--- config.mk ---
export PLATFORM = sky130hd
export DESIGN_NAME = dbi_codec
export DESIGN_NICKNAME = d
export VERILOG_FILES = /design/src/rtl/dbi_pkg.sv /design/src/rtl/dbi_lane_enc.sv /design/src/rtl/dbi_lane_dec.sv /design/src/rtl/dbi_pipe_reg.sv /design/src/rtl/dbi_codec.sv
export SDC_FILE = /design/constraint.sdc
export NUM_CORES = 1
export LEC_CHECK = 0
export BUFFER_PORTS_ARGS = -buffer_cell sky130_fd_sc_hd__buf_4
export CAP_MARGIN = 20
export CORE_MARGIN = 4
export CORE_UTILIZATION = 49
export DETAILED_ROUTE_END_ITERATION = 12
export HOLD_SLACK_MARGIN = 0.1
export PLACE_DENSITY = 0.81
export SYNTH_ARGS = -nofsm -noshare
export SYNTH_HDL_FRONTEND = slang
export SYNTH_SLANG_ARGS = --single-unit
--- constraint.sdc ---
create_clock -name clk -period 4.85 [get_ports clk]
set_input_delay 0.485 -clock clk [delete_from_list [all_inputs] [get_ports clk]]
set_output_delay 0.485 -clock clk [all_outputs]
set_load 0.01 [all_outputs]
--- src/rtl/dbi_pkg.sv ---
package dbi_pkg;
  localparam int BYTE_W = 8;
  // zeros needed in a lane before inversion pays off
  localparam int INV_THRESH = BYTE_W / 2 + 1;
  localparam int CNT_W = $clog2(BYTE_W + 1);
endpackage

--- src/rtl/dbi_lane_enc.sv ---
module dbi_lane_enc
  import dbi_pkg::*;
(
  input  logic              en,
  input  logic [BYTE_W-1:0] raw,
  output logic [BYTE_W-1:0] coded,
  output logic              flag_n
);
  logic [CNT_W-1:0] zeros;
  logic             flip;

  always_comb begin
    zeros = '0;
    for (int i = 0; i < BYTE_W; i++) begin
      zeros = zeros + CNT_W'(~raw[i]);
    end
  end

  assign flip   = en && (zeros >= CNT_W'(INV_THRESH));
  assign coded  = flip ? ~raw : raw;
  assign flag_n = ~flip;
endmodule

--- src/rtl/dbi_lane_dec.sv ---
module dbi_lane_dec
  import dbi_pkg::*;
(
  input  logic              en,
  input  logic [BYTE_W-1:0] coded,
  input  logic              flag_n,
  output logic [BYTE_W-1:0] raw
);
  logic flip;

  assign flip = en && !flag_n;
  assign raw  = flip ? ~coded : coded;
endmodule

--- src/rtl/dbi_pipe_reg.sv ---
module dbi_pipe_reg #(
  parameter int W = 8
) (
  input  logic         clk,
  input  logic         rst,
  input  logic         in_valid,
  output logic         in_ready,
  input  logic [W-1:0] in_data,
  output logic         out_valid,
  input  logic         out_ready,
  output logic [W-1:0] out_data
);
  assign in_ready = !out_valid || out_ready;

  always_ff @(posedge clk) begin
    if (rst) begin
      out_valid <= 1'b0;
      out_data  <= '1;
    end else if (in_ready) begin
      out_valid <= in_valid;
      if (in_valid) begin
        out_data <= in_data;
      end
    end
  end
endmodule

--- src/rtl/dbi_codec.sv ---
module dbi_codec
  import dbi_pkg::*;
#(
  parameter int LANES = 4
) (
  input  logic                    clk,
  input  logic                    rst,
  input  logic                    en,
  input  logic                    tx_in_valid,
  output logic                    tx_in_ready,
  input  logic [LANES*BYTE_W-1:0] tx_in_data,
  output logic                    tx_out_valid,
  input  logic                    tx_out_ready,
  output logic [LANES*BYTE_W-1:0] tx_out_data,
  output logic [LANES-1:0]        tx_out_flag_n,
  input  logic                    rx_in_valid,
  output logic                    rx_in_ready,
  input  logic [LANES*BYTE_W-1:0] rx_in_data,
  input  logic [LANES-1:0]        rx_in_flag_n,
  output logic                    rx_out_valid,
  input  logic                    rx_out_ready,
  output logic [LANES*BYTE_W-1:0] rx_out_data
);
  localparam int DW    = LANES * BYTE_W;
  localparam int TX_W  = DW + LANES;

  logic [DW-1:0]    enc_data;
  logic [LANES-1:0] enc_flag_n;
  logic [DW-1:0]    dec_data;

  for (genvar k = 0; k < LANES; k++) begin : g_lane
    dbi_lane_enc u_enc (
      .en     (en),
      .raw    (tx_in_data[k*BYTE_W +: BYTE_W]),
      .coded  (enc_data[k*BYTE_W +: BYTE_W]),
      .flag_n (enc_flag_n[k])
    );
    dbi_lane_dec u_dec (
      .en     (en),
      .coded  (rx_in_data[k*BYTE_W +: BYTE_W]),
      .flag_n (rx_in_flag_n[k]),
      .raw    (dec_data[k*BYTE_W +: BYTE_W])
    );
  end

  dbi_pipe_reg #(.W(TX_W)) u_tx_reg (
    .clk       (clk),
    .rst       (rst),
    .in_valid  (tx_in_valid),
    .in_ready  (tx_in_ready),
    .in_data   ({enc_flag_n, enc_data}),
    .out_valid (tx_out_valid),
    .out_ready (tx_out_ready),
    .out_data  ({tx_out_flag_n, tx_out_data})
  );

  dbi_pipe_reg #(.W(DW)) u_rx_reg (
    .clk       (clk),
    .rst       (rst),
    .in_valid  (rx_in_valid),
    .in_ready  (rx_in_ready),
    .in_data   (dec_data),
    .out_valid (rx_out_valid),
    .out_ready (rx_out_ready),
    .out_data  (rx_out_data)
  );
endmodule

==> flow_metrics.py, run 1 <==
metrics = {
    "synth": {
        "yosysSeqAreaShare": 0.377,
        "synth_commonest_cells": "dfxtp_1 (70), xnor2_1 (53), inv_1 (39)",
        "synth_nets": 501,
        "yosysTopAreaCell": "dfxtp_1",
        "postSynthRegisterBits": 70,
        "synth_ff_type": "dfxtp_1",
        "synthTopCellsByArea": "dfxtp_1 (38%), xnor2_1 (13%), fa_1 (8.6%)",
        "synth_edf_count": 0,
        "synth_top_area_frac": 0.377,
        "synth_area_per_cell_um2": 9.33,
        "async_flop_share": 0,
        "synth_cell_types": 21,
        "yosysWarnings": 0,
        "synth_area_mm2": 0.00371,
        "syn_inst": 398,
        "synth_most_common_cell": "dfxtp_1",
    },
    "timing": {
        "finalSetupViolCount": 0,
        "fin_worst_skew_ns": 0.00481,
        "min_period_over_period": 0.772,
        "finalCriticalPeriod_ns": 3.74,
        "max_freq_ghz": 0.267,
        "finalHoldViolCount": 0,
        "fin_setup_tns_ns": 0,
        "finalMaxSlewViolations": 0,
        "max_slew_margin": 0.431,
        "rsz0062_at_grt": "false",
        "tightest_slew_ns": 0.851,
    },
    "cells_and_area": {
        "diodes": 0,
        "final.fill_count": 582,
        "regArea_mm2": 0.00140,
        "fin_util": 0.688,
        "area_delta_synth_final_pct": 35.2,
        "multi_input_area_mm2": 0.00200,
        "drive_above_1_share": 0.314,
        "fin_nets": 630,
    },
    "global_routing": {
        "track_usage": 0.198,
        "grt.busiest_layer": "met2",
        "first_global_vias": 3060,
        "grtUsageMet3": 0.0647,
        "grt_pass1_wl_um": 14100,
        "use_met1": 0.228,
        "grt_overflow": 0,
        "grt.met2_usage": 0.338,
        "grt_max_degree": 73,
        "antenna_found_initial": 0,
    },
    "place": {
        "port_buffers": 146,
        "gp_routability_congestion": 0.756,
        "dpl.hpwl_um": 6710,
    },
    "die": {
        "fp.dieArea_mm2": 0.00903,
        "rows": 31,
        "core_area_mm2": 0.00729,
        "start_util": 0.509,
        "die_y_um": 95.0,
        "ioPinCount": 147,
        "die_w_um": 95.0,
    },
    "detailed_routing": {
        "routed_wl_um": 9030,
        "drc": 0,
        "vias": 3145,
        "ant_nets": 0,
        "first_pass_iters": 4,
        "drtIter0Drc": 73,
        "viasPerCell": 4.98,
        "wl_per_cell_um": 14.3,
    },
    "run": {
        "drv_cap": 0,
    },
    "cts": {
        "tritoncts": "done",
        "cts_buffers": 9,
        "htree_levels": 3,
        "cts.sinks": 70,
        "holdBufCountCts": 0,
        "postCtsSetupBuffers": 0,
        "cts_resized": 0,
        "cts_root_buf": "clkbuf_8",
        "clk_pin_slew_worst_paths_ns": 0.07,
        "clockBufferDepth": 2,
        "clock_latency_ns": 0.33,
    },
    "power_and_ir_drop": {
        "clockPowerShare": 0.272,
        "power_density_mw_per_mm2": 343,
        "peakVddDrop_mv": 0.201,
        "combinationalPowerShare": 0.336,
        "internal-power_uw": 1180,
        "pwr-share-seq": 0.391,
        "p_sw_frac": 0.312,
        "p_leak_uw": 0.00228,
        "p_switching_uw": 536,
    },
    "worst_setup_path": {
        "cp_max_fo": 9,
        "crit_arrival_ns": 3.97,
        "required_ns": 5.07,
        "rrSetupSlack_ns": 3.42,
        "critPathKind": "in2reg",
        "cp-end-kind": "register",
        "critPathLaunchType": "primary input",
    },
    "min_path": {
        "hp-class": "in2reg",
    },
    "status": {
        "status": "finished clean",
    },
}
cell type report:
cell class | instances | share of cell area
clock inverter | 6 | 0.0122
timing repair buffer | 148 | 0.226
tap | 99 | 0.0247
inverter | 40 | 0.0304
clock buffer | 10 | 0.0274
multi-input combinational | 258 | 0.400
sequential | 70 | 0.279
kinds of logic after synthesis:
kind of cell	synth area share
simple gates	0.0610
flops	0.377
xor+xnor	0.160
fa+ha+maj	0.127
buf+inv	0.0832
compound gates	0.191
registers in the layout, summed over array words and instances (netlist names):
signal	flops
u_rx_reg.out_valid	1
u_tx_reg.out_valid	1
u_tx_reg.out_data	36
u_rx_reg.out_data	32
metal layers:
layer	up-vias	routed length [µm]
met3	16	787
met5	-	0
li1	1556	-
met4	0	182
met2	113	4370
met1	1460	3700
power groups by stage:
stage,combinational (µW),clock [µW],sequential [µW]
global placement,553,0,682
finish,578,468,673
floorplan,353,0,711
global route,647,507,680
detailed placement,575,0,685
CTS,580,478,672
final timing paths:
kind,from,endpoint,depth (start not counted)
worst max-delay path,tx_in_data[0],u_tx_reg.out_data[32],12
worst min-delay path,rx_in_valid,u_rx_reg.out_valid,3
worst max register to register,u_rx_reg.out_valid,u_rx_reg.out_data[1],5
worst min register to register,u_rx_reg.out_data[28],u_rx_reg.out_data[28],1
layout by cell type (no fill, tap or decap):
cell / instances
a211o_1: 36
a21oi_1: 38
buf_12: 2
buf_4: 146
bufinv_16: 1
clkbuf_8: 10
clkinv_2: 3
clkinv_4: 1
clkinvlp_4: 1
dfxtp_1: 70
fa_1: 16
ha_1: 12
inv_1: 39
inv_4: 1
nand2_1: 4
nand2_2: 2
nand2b_1: 2
nor2_1: 32
nor2b_1: 11
o21ai_0: 33
o22a_1: 1
o32a_1: 3
xnor2_1: 53
xor2_1: 15
metrics by stage:
stage	std cells	power (µW)	setup WS [ns]	hold WS [ns]	area [µm²]
CTS	629	1730	1.09	0.395	4980
finish	631	1720	1.11	0.412	5020
global placement	613	1240	0.830	0.445	4780
global route	631	1830	0.970	0.393	5020
detailed placement	613	1260	0.716	0.450	4780
floorplan	398	1060	1.13	0.508	3710
worst max-delay path, cell delays in order:
cell and delay [ns]:
buf_4 0.12, fa_1 0.53, inv_1 0.06, fa_1 0.48, fa_1 0.53, ha_1 0.17
inv_1 0.06, fa_1 0.42, nor2b_1 0.14, o32a_1 0.50, nor2b_1 0.21, a211o_1 0.27
Power figures use the tool's default switching activity.
==> run 2: changes to the inputs <==
--- a/config.mk
+++ b/config.mk
@@ -8,10 +8,10 @@
 export BUFFER_PORTS_ARGS = -buffer_cell sky130_fd_sc_hd__buf_4
 export CAP_MARGIN = 20
 export CORE_MARGIN = 4
-export CORE_UTILIZATION = 49
+export CORE_UTILIZATION = 44
 export DETAILED_ROUTE_END_ITERATION = 12
 export HOLD_SLACK_MARGIN = 0.1
-export PLACE_DENSITY = 0.81
+export PLACE_DENSITY = 0.76
 export SYNTH_ARGS = -nofsm -noshare
 export SYNTH_HDL_FRONTEND = slang
 export SYNTH_SLANG_ARGS = --single-unit
==> constraint.sdc (replaced) <==
create_clock -name clk -period 3.3 [get_ports clk]
set_input_delay 0.33 -clock clk [delete_from_list [all_inputs] [get_ports clk]]
set_output_delay 0.33 -clock clk [all_outputs]
set_load 0.01 [all_outputs]
==> run 2 against run 1 <==
Net effect: the run now ends with negative setup slack left; final cell count up 5.1%; worst setup slack lost 1.2 ns; register-to-register slack worse by 1.9 ns; wire length up 6.8%; clock power grew 60%; die area increased by 10%; first-iteration DRC count down 23%; hold slack worse by 0.16 ns; critical path depth up 1; utilization down 3.0 points; non-clock buffer count up 26; sequential power grew 47%; critical path type unchanged; largest power group is now combinational cells.
==> flow_metrics.py, run 2 (synthesis results as in run 1) <==
metrics = {
    "status": {
        "status": "finished with violations",
        "violations": "negative setup slack",
    },
    "global_routing": {
        "use_met1": 0.222,
        "grt.busiest_layer": "met2",
        "grt_overflow": 0,
        "track_usage": 0.187,
        "first_global_vias": 3226,
        "grt_pass1_wl_um": 15000,
        "grt_max_degree": 71,
        "antenna_found_initial": 0,
        "grt.met2_usage": 0.329,
        "grtUsageMet3": 0.0417,
    },
    "detailed_routing": {
        "drtIter0Drc": 56,
        "first_pass_iters": 4,
        "ant_nets": 0,
        "wl_per_cell_um": 14.5,
        "vias": 3271,
        "drc": 0,
        "routed_wl_um": 9640,
        "viasPerCell": 4.93,
    },
    "cts": {
        "htree_levels": 3,
        "clk_pin_slew_worst_paths_ns": 0.07,
        "clock_latency_ns": 0.33,
        "cts_root_buf": "clkbuf_8",
        "clockBufferDepth": 2,
        "tritoncts": "done",
        "cts_buffers": 9,
        "cts.sinks": 70,
    },
    "worst_setup_path": {
        "crit_arrival_ns": 3.55,
        "critPathKind": "in2reg",
        "required_ns": 3.48,
        "rrSetupSlack_ns": 1.48,
        "cp-end-kind": "register",
        "critPathSlowestCell": "fa_1",
        "max_stage_delay_ns": 0.56,
        "cp_cell_sequence": "buf_8 > fa_1 > inv_2 > fa_1 > fa_1 > ha_2 > inv_2 > fa_2 > nor2b_4 > o32a_1 > buf_6 > xor2_1 > o21ai_1",
        "path_buf_inv": 4,
        "crit_family": "adder cells",
        "cpMostUsedCell": "fa_1",
        "cp_max_fo": 8,
        "critPathLaunchType": "primary input",
    },
    "cells_and_area": {
        "regMostFlops": "u_tx_reg.out_data",
        "top_regs": "u_tx_reg.out_data: 36 flops, u_rx_reg.out_data: 32 flops",
        "diodes": 0,
        "multi_input_area_mm2": 0.00216,
        "fin_nets": 656,
        "largest_reg_flops": 36,
        "drive_above_1_share": 0.391,
        "area_delta_synth_final_pct": 45.6,
        "final_cell_mix": "buf_4 (166), dfxtp_1 (70), xnor2_1 (42)",
        "stdcell_count": 663,
        "layout_commonest_cell": "buf_4",
        "fin_area_mm2": 0.00541,
        "final.fill_count": 660,
        "regArea_mm2": 0.00140,
    },
    "timing": {
        "layout_setup_ws_ns": -0.0724,
        "fin_setup_tns_ns": -0.605,
        "finalSetupViolCount": 22,
        "finalHoldViolCount": 0,
        "fin_worst_skew_ns": 0.00803,
        "rsz0062_at_grt": "true",
        "finalMaxSlewViolations": 0,
        "tightest_slew_ns": 0.951,
        "max_freq_ghz": 0.297,
        "min_period_over_period": 1.02,
        "max_slew_margin": 0.363,
        "finalCriticalPeriod_ns": 3.37,
    },
    "die": {
        "ioPinCount": 147,
        "fp.dieArea_mm2": 0.00997,
        "die_y_um": 99.9,
        "core_area_mm2": 0.00822,
        "start_util": 0.452,
        "die_w_um": 99.9,
        "rows": 33,
    },
    "power_and_ir_drop": {
        "p_leak_uw": 0.00250,
        "power_density_mw_per_mm2": 519,
        "p_total_uw": 2810,
        "peakVddDrop_mv": 0.250,
    },
    "place": {
        "dpl-instance-area_mm2": 0.00497,
        "dp.cells": 642,
        "pre_cts_slack_ns": -0.517,
        "dpl.hpwl_um": 7160,
        "port_buffers": 146,
        "gp_routability_congestion": 0.808,
    },
    "min_path": {
        "hp-class": "in2reg",
    },
    "run": {
        "drv_cap": 0,
    },
}
==> run 2: cell types whose count changed in the layout (fill, tap and decap cells not counted), moves of 4 or more <==
| cell | before | now |
|---|---|---|
| buf_4 | 146 | 166 |
| inv_2 | 0 | 4 |
| o21ai_1 | 0 | 20 |
| xnor2_1 | 53 | 42 |
| ha_1 | 12 | 8 |
| inv_1 | 39 | 35 |
| o21ai_0 | 33 | 13 |
| buf_6 | 0 | 5 |
| xnor2_2 | 0 | 11 |
| ha_2 | 0 | 4 |
==> run 2: layout make-up <==
cell class / count / share of cell area
clock buffers: 12 / 0.0269
clock inverters: 4 / 0.0130
inverters: 40 / 0.0282
multi-input cells: 258 / 0.399
flip-flops and latches: 70 / 0.259
well taps: 105 / 0.0243
repair buffers: 174 / 0.249
==> run 2: worst min-delay path: stages <==
cell     delay [ns]
buf_4          0.11
inv_1          0.04
a21oi_1        0.05
==> run 2: worst paths after layout <==
| check | from | endpoint | cells past startpoint |
|---|---|---|---|
| worst max-delay path | tx_in_data[24] | u_tx_reg.out_data[27] | 13 |
| worst min-delay path | rx_in_valid | u_rx_reg.out_valid | 3 |
| worst max register to register | u_tx_reg.out_valid | u_tx_reg.out_data[15] | 5 |
| worst min register to register | u_rx_reg.out_data[4] | u_rx_reg.out_data[4] | 1 |
==> run 2: layer usage <==
layer,vias up,part of all wire
li1,1612,-
met1,1522,0.40
met2,119,0.50
met3,18,0.076
met4,0,0.019
met5,-,0
==> run 2: power by group <==
group / leakage [µW] / switching, µW / total (µW) / internal (µW)
Sequential: 0.000584 / 52.7 / 991 / 938
Clock: 0.000110 / 302 / 747 / 445
Combinational: 0.00180 / 485 / 1070 / 585
Total: 0.00250 / 840 / 2810 / 1970
==> run 2: repair_timing <==
item                       4_1_cts  5_1_grt
setup endpoints to repair       21       31
pin swaps                        7        8
resized for setup               15       19
hold buffers                     0        0
setup buffers                    2        3
==> run 2: metrics by stage <==
stage / util / hold slack, ns
floorplan: - / 0.459
global placement: 0.605 / 0.446
detailed placement: 0.605 / 0.452
CTS: 0.642 / 0.234
global route: 0.658 / 0.248
finish: 0.658 / 0.252
==> run 3: changes to the inputs <==
--- a/config.mk
+++ b/config.mk
@@ -5,13 +5,14 @@
 export SDC_FILE = /design/constraint.sdc
 export NUM_CORES = 1
 export LEC_CHECK = 0
+export ABC_AREA = 1
 export BUFFER_PORTS_ARGS = -buffer_cell sky130_fd_sc_hd__buf_4
 export CAP_MARGIN = 20
-export CORE_MARGIN = 4
-export CORE_UTILIZATION = 44
+export CORE_MARGIN = 10
+export CORE_UTILIZATION = 45
 export DETAILED_ROUTE_END_ITERATION = 12
 export HOLD_SLACK_MARGIN = 0.1
-export PLACE_DENSITY = 0.76
+export PLACE_DENSITY = 0.77
 export SYNTH_ARGS = -nofsm -noshare
 export SYNTH_HDL_FRONTEND = slang
 export SYNTH_SLANG_ARGS = --single-unit
==> run 3 against run 2 <==
Net effect: the run now ends clean; final area decreased by 0.51%; via count increased by 22%; global-route usage decreased by 1.8 points; largest cell class unchanged.
==> flow_metrics.py, run 3 <==
metrics = {
    "timing": {
        "max_freq_ghz": 0.312,
        "finalHoldWorstSlack_ns": 0.221,
        "finalCriticalPeriod_ns": 3.20,
        "finalMaxSlewViolations": 0,
        "max_slew_margin": 0.512,
        "fin_worst_skew_ns": 0.00659,
        "tightest_slew_ns": 0.732,
        "min_period_over_period": 0.971,
        "finalSetupViolCount": 0,
        "rsz0062_at_grt": "false",
        "layout_setup_ws_ns": 0.0953,
        "finalHoldViolCount": 0,
    },
    "die": {
        "core_area_mm2": 0.00872,
        "ioPinCount": 147,
        "start_util": 0.462,
        "die_w_um": 115,
        "rows": 34,
        "die_y_um": 115,
        "fp.dieArea_mm2": 0.0131,
    },
    "cells_and_area": {
        "regMostFlops": "u_tx_reg.out_data",
        "fin_nets": 792,
        "final_cell_mix": "buf_4 (163), nand2_1 (129), a21oi_1 (94)",
        "layout_commonest_cell": "buf_4",
        "stdcell_count": 802,
        "diodes": 0,
        "area_delta_synth_final_pct": 33.4,
        "drive_above_1_share": 0.293,
        "top_regs": "u_tx_reg.out_data: 36 flops, u_rx_reg.out_data: 32 flops",
        "largest_reg_flops": 36,
    },
    "power_and_ir_drop": {
        "p_total_uw": 2550,
        "power_density_mw_per_mm2": 473,
        "p_leak_uw": 0.00268,
        "peakVddDrop_mv": 0.211,
    },
    "synth": {
        "synth_area_per_cell_um2": 7.41,
        "async_flop_share": 0,
        "synth_nets": 647,
        "yosysSeqAreaShare": 0.348,
        "syn_inst": 544,
        "synth_cell_types": 19,
        "synth_area_mm2": 0.00403,
        "synth_top_area_frac": 0.348,
        "yosysTopAreaCell": "dfxtp_1",
        "synth_edf_count": 0,
        "synthTopCellsByArea": "dfxtp_1 (35%), nand2_1 (12%), a21oi_1 (12%)",
        "synth_ff_type": "dfxtp_1",
        "synth_most_common_cell": "nand2_1",
        "yosysWarnings": 0,
        "postSynthRegisterBits": 70,
        "synth_commonest_cells": "nand2_1 (130), a21oi_1 (94), dfxtp_1 (70)",
    },
    "place": {
        "pre_cts_slack_ns": -0.273,
        "dpl.hpwl_um": 8640,
        "port_buffers": 146,
        "gp_routability_congestion": 0.819,
        "dp.cells": 785,
    },
    "global_routing": {
        "grt_pass1_wl_um": 18500,
        "grt.busiest_layer": "met2",
        "first_global_vias": 4012,
        "use_met1": 0.199,
        "grt_overflow": 0,
        "antenna_found_initial": 0,
        "grt.met2_usage": 0.276,
        "track_usage": 0.169,
        "grtUsageMet3": 0.0671,
        "grt_max_degree": 71,
    },
    "cts": {
        "cts_resized": 0,
        "clock_latency_ns": 0.33,
        "clockBufferDepth": 2,
        "tritoncts": "done",
        "cts.sinks": 70,
        "cts_buffers": 9,
        "postCtsSetupBuffers": 0,
        "cts_root_buf": "clkbuf_8",
        "holdBufCountCts": 0,
        "htree_levels": 3,
        "clk_pin_slew_worst_paths_ns": 0.08,
    },
    "detailed_routing": {
        "vias": 4005,
        "drtIter0Drc": 291,
        "drc": 0,
        "viasPerCell": 4.99,
        "first_pass_iters": 4,
        "ant_nets": 0,
        "wl_per_cell_um": 14.2,
        "routed_wl_um": 11400,
    },
    "run": {
        "drv_cap": 0,
    },
    "status": {
        "status": "finished clean",
    },
    "worst_setup_path": {
        "cp_max_fo": 9,
        "required_ns": 3.57,
        "cp-end-kind": "register",
        "crit_arrival_ns": 3.47,
        "critPathLaunchType": "primary input",
        "critPathKind": "in2reg",
    },
    "min_path": {
        "hp-class": "in2reg",
    },
}
-- run 3: cell types whose count changed after synthesis, moves of 32 or more --
cell	delta
nand2_1	+125
nor2_1	-32
a211o_1	-36
a21oi_1	+56
xnor2_1	-53
nand3_1	+68
-- run 3: through the flow --
step | setup TNS, ns | utilization | instance area [µm²]
3_5_place_dp | -6.53 | 0.594 | 5180
2_1_floorplan | 0 | - | 4030
4_1_cts | 0 | 0.613 | 5350
3_3_place_gp | -3.80 | 0.594 | 5180
6_report | 0 | 0.617 | 5380
5_1_grt | 0 | 0.617 | 5380
-- run 3: final timing paths --
path / startpoint / end / slack, ns / depth (start not counted)
worst max-delay path: tx_in_data[16] / u_tx_reg.out_data[16] / 0.1 / 15
worst min-delay path: rx_in_data[9] / u_rx_reg.out_data[9] / 0.22 / 3
worst max register to register: u_rx_reg.out_valid / u_rx_reg.out_data[0] / 1.95 / 6
worst min register to register: u_tx_reg.out_data[32] / u_tx_reg.out_data[32] / 0.47 / 2
-- run 3: cell type report --
type,instances,area [µm²]
timing repair buffer,164,1240
sequential,70,1400
tap,108,135
clock buffer,12,145
inverter,70,275
fill,773,3340
clock inverter,4,22.5
multi-input combinational,374,2150
-- run 3: layer usage --
metal,wire [µm],vias to the layer above
met4,111,0
met3,1090,10
met5,0,-
met2,5310,132
li1,-,2051
met1,4860,1812
-- run 3: cell families (layout without fill, tap and decap cells) --
family	after synthesis	in the layout	synth area share
fa+ha+maj	28	28	0.117
simple gates	212	212	0.241
flops	70	70	0.348
compound gates	134	134	0.174
buf+inv	100	250	0.121
-- run 3: critical path: stages --
cell and delay [ns]:
buf_4 0.12, fa_1 0.52, inv_1 0.05, fa_1 0.53, fa_1 0.43, ha_1 0.23
fa_1 0.54, inv_1 0.04, nand2_1 0.06, nand3_1 0.08, nand2_2 0.17, nand2_4 0.11
nand2_1 0.10, nand3_1 0.07, nand2_1 0.08
-- run 3: where the power goes --
group          total [µW]  internal [µW]  switching, µW
combinational         962            428            534
clock                 610            291            319
sequential            975            928           46.5
total                2550           1650            900
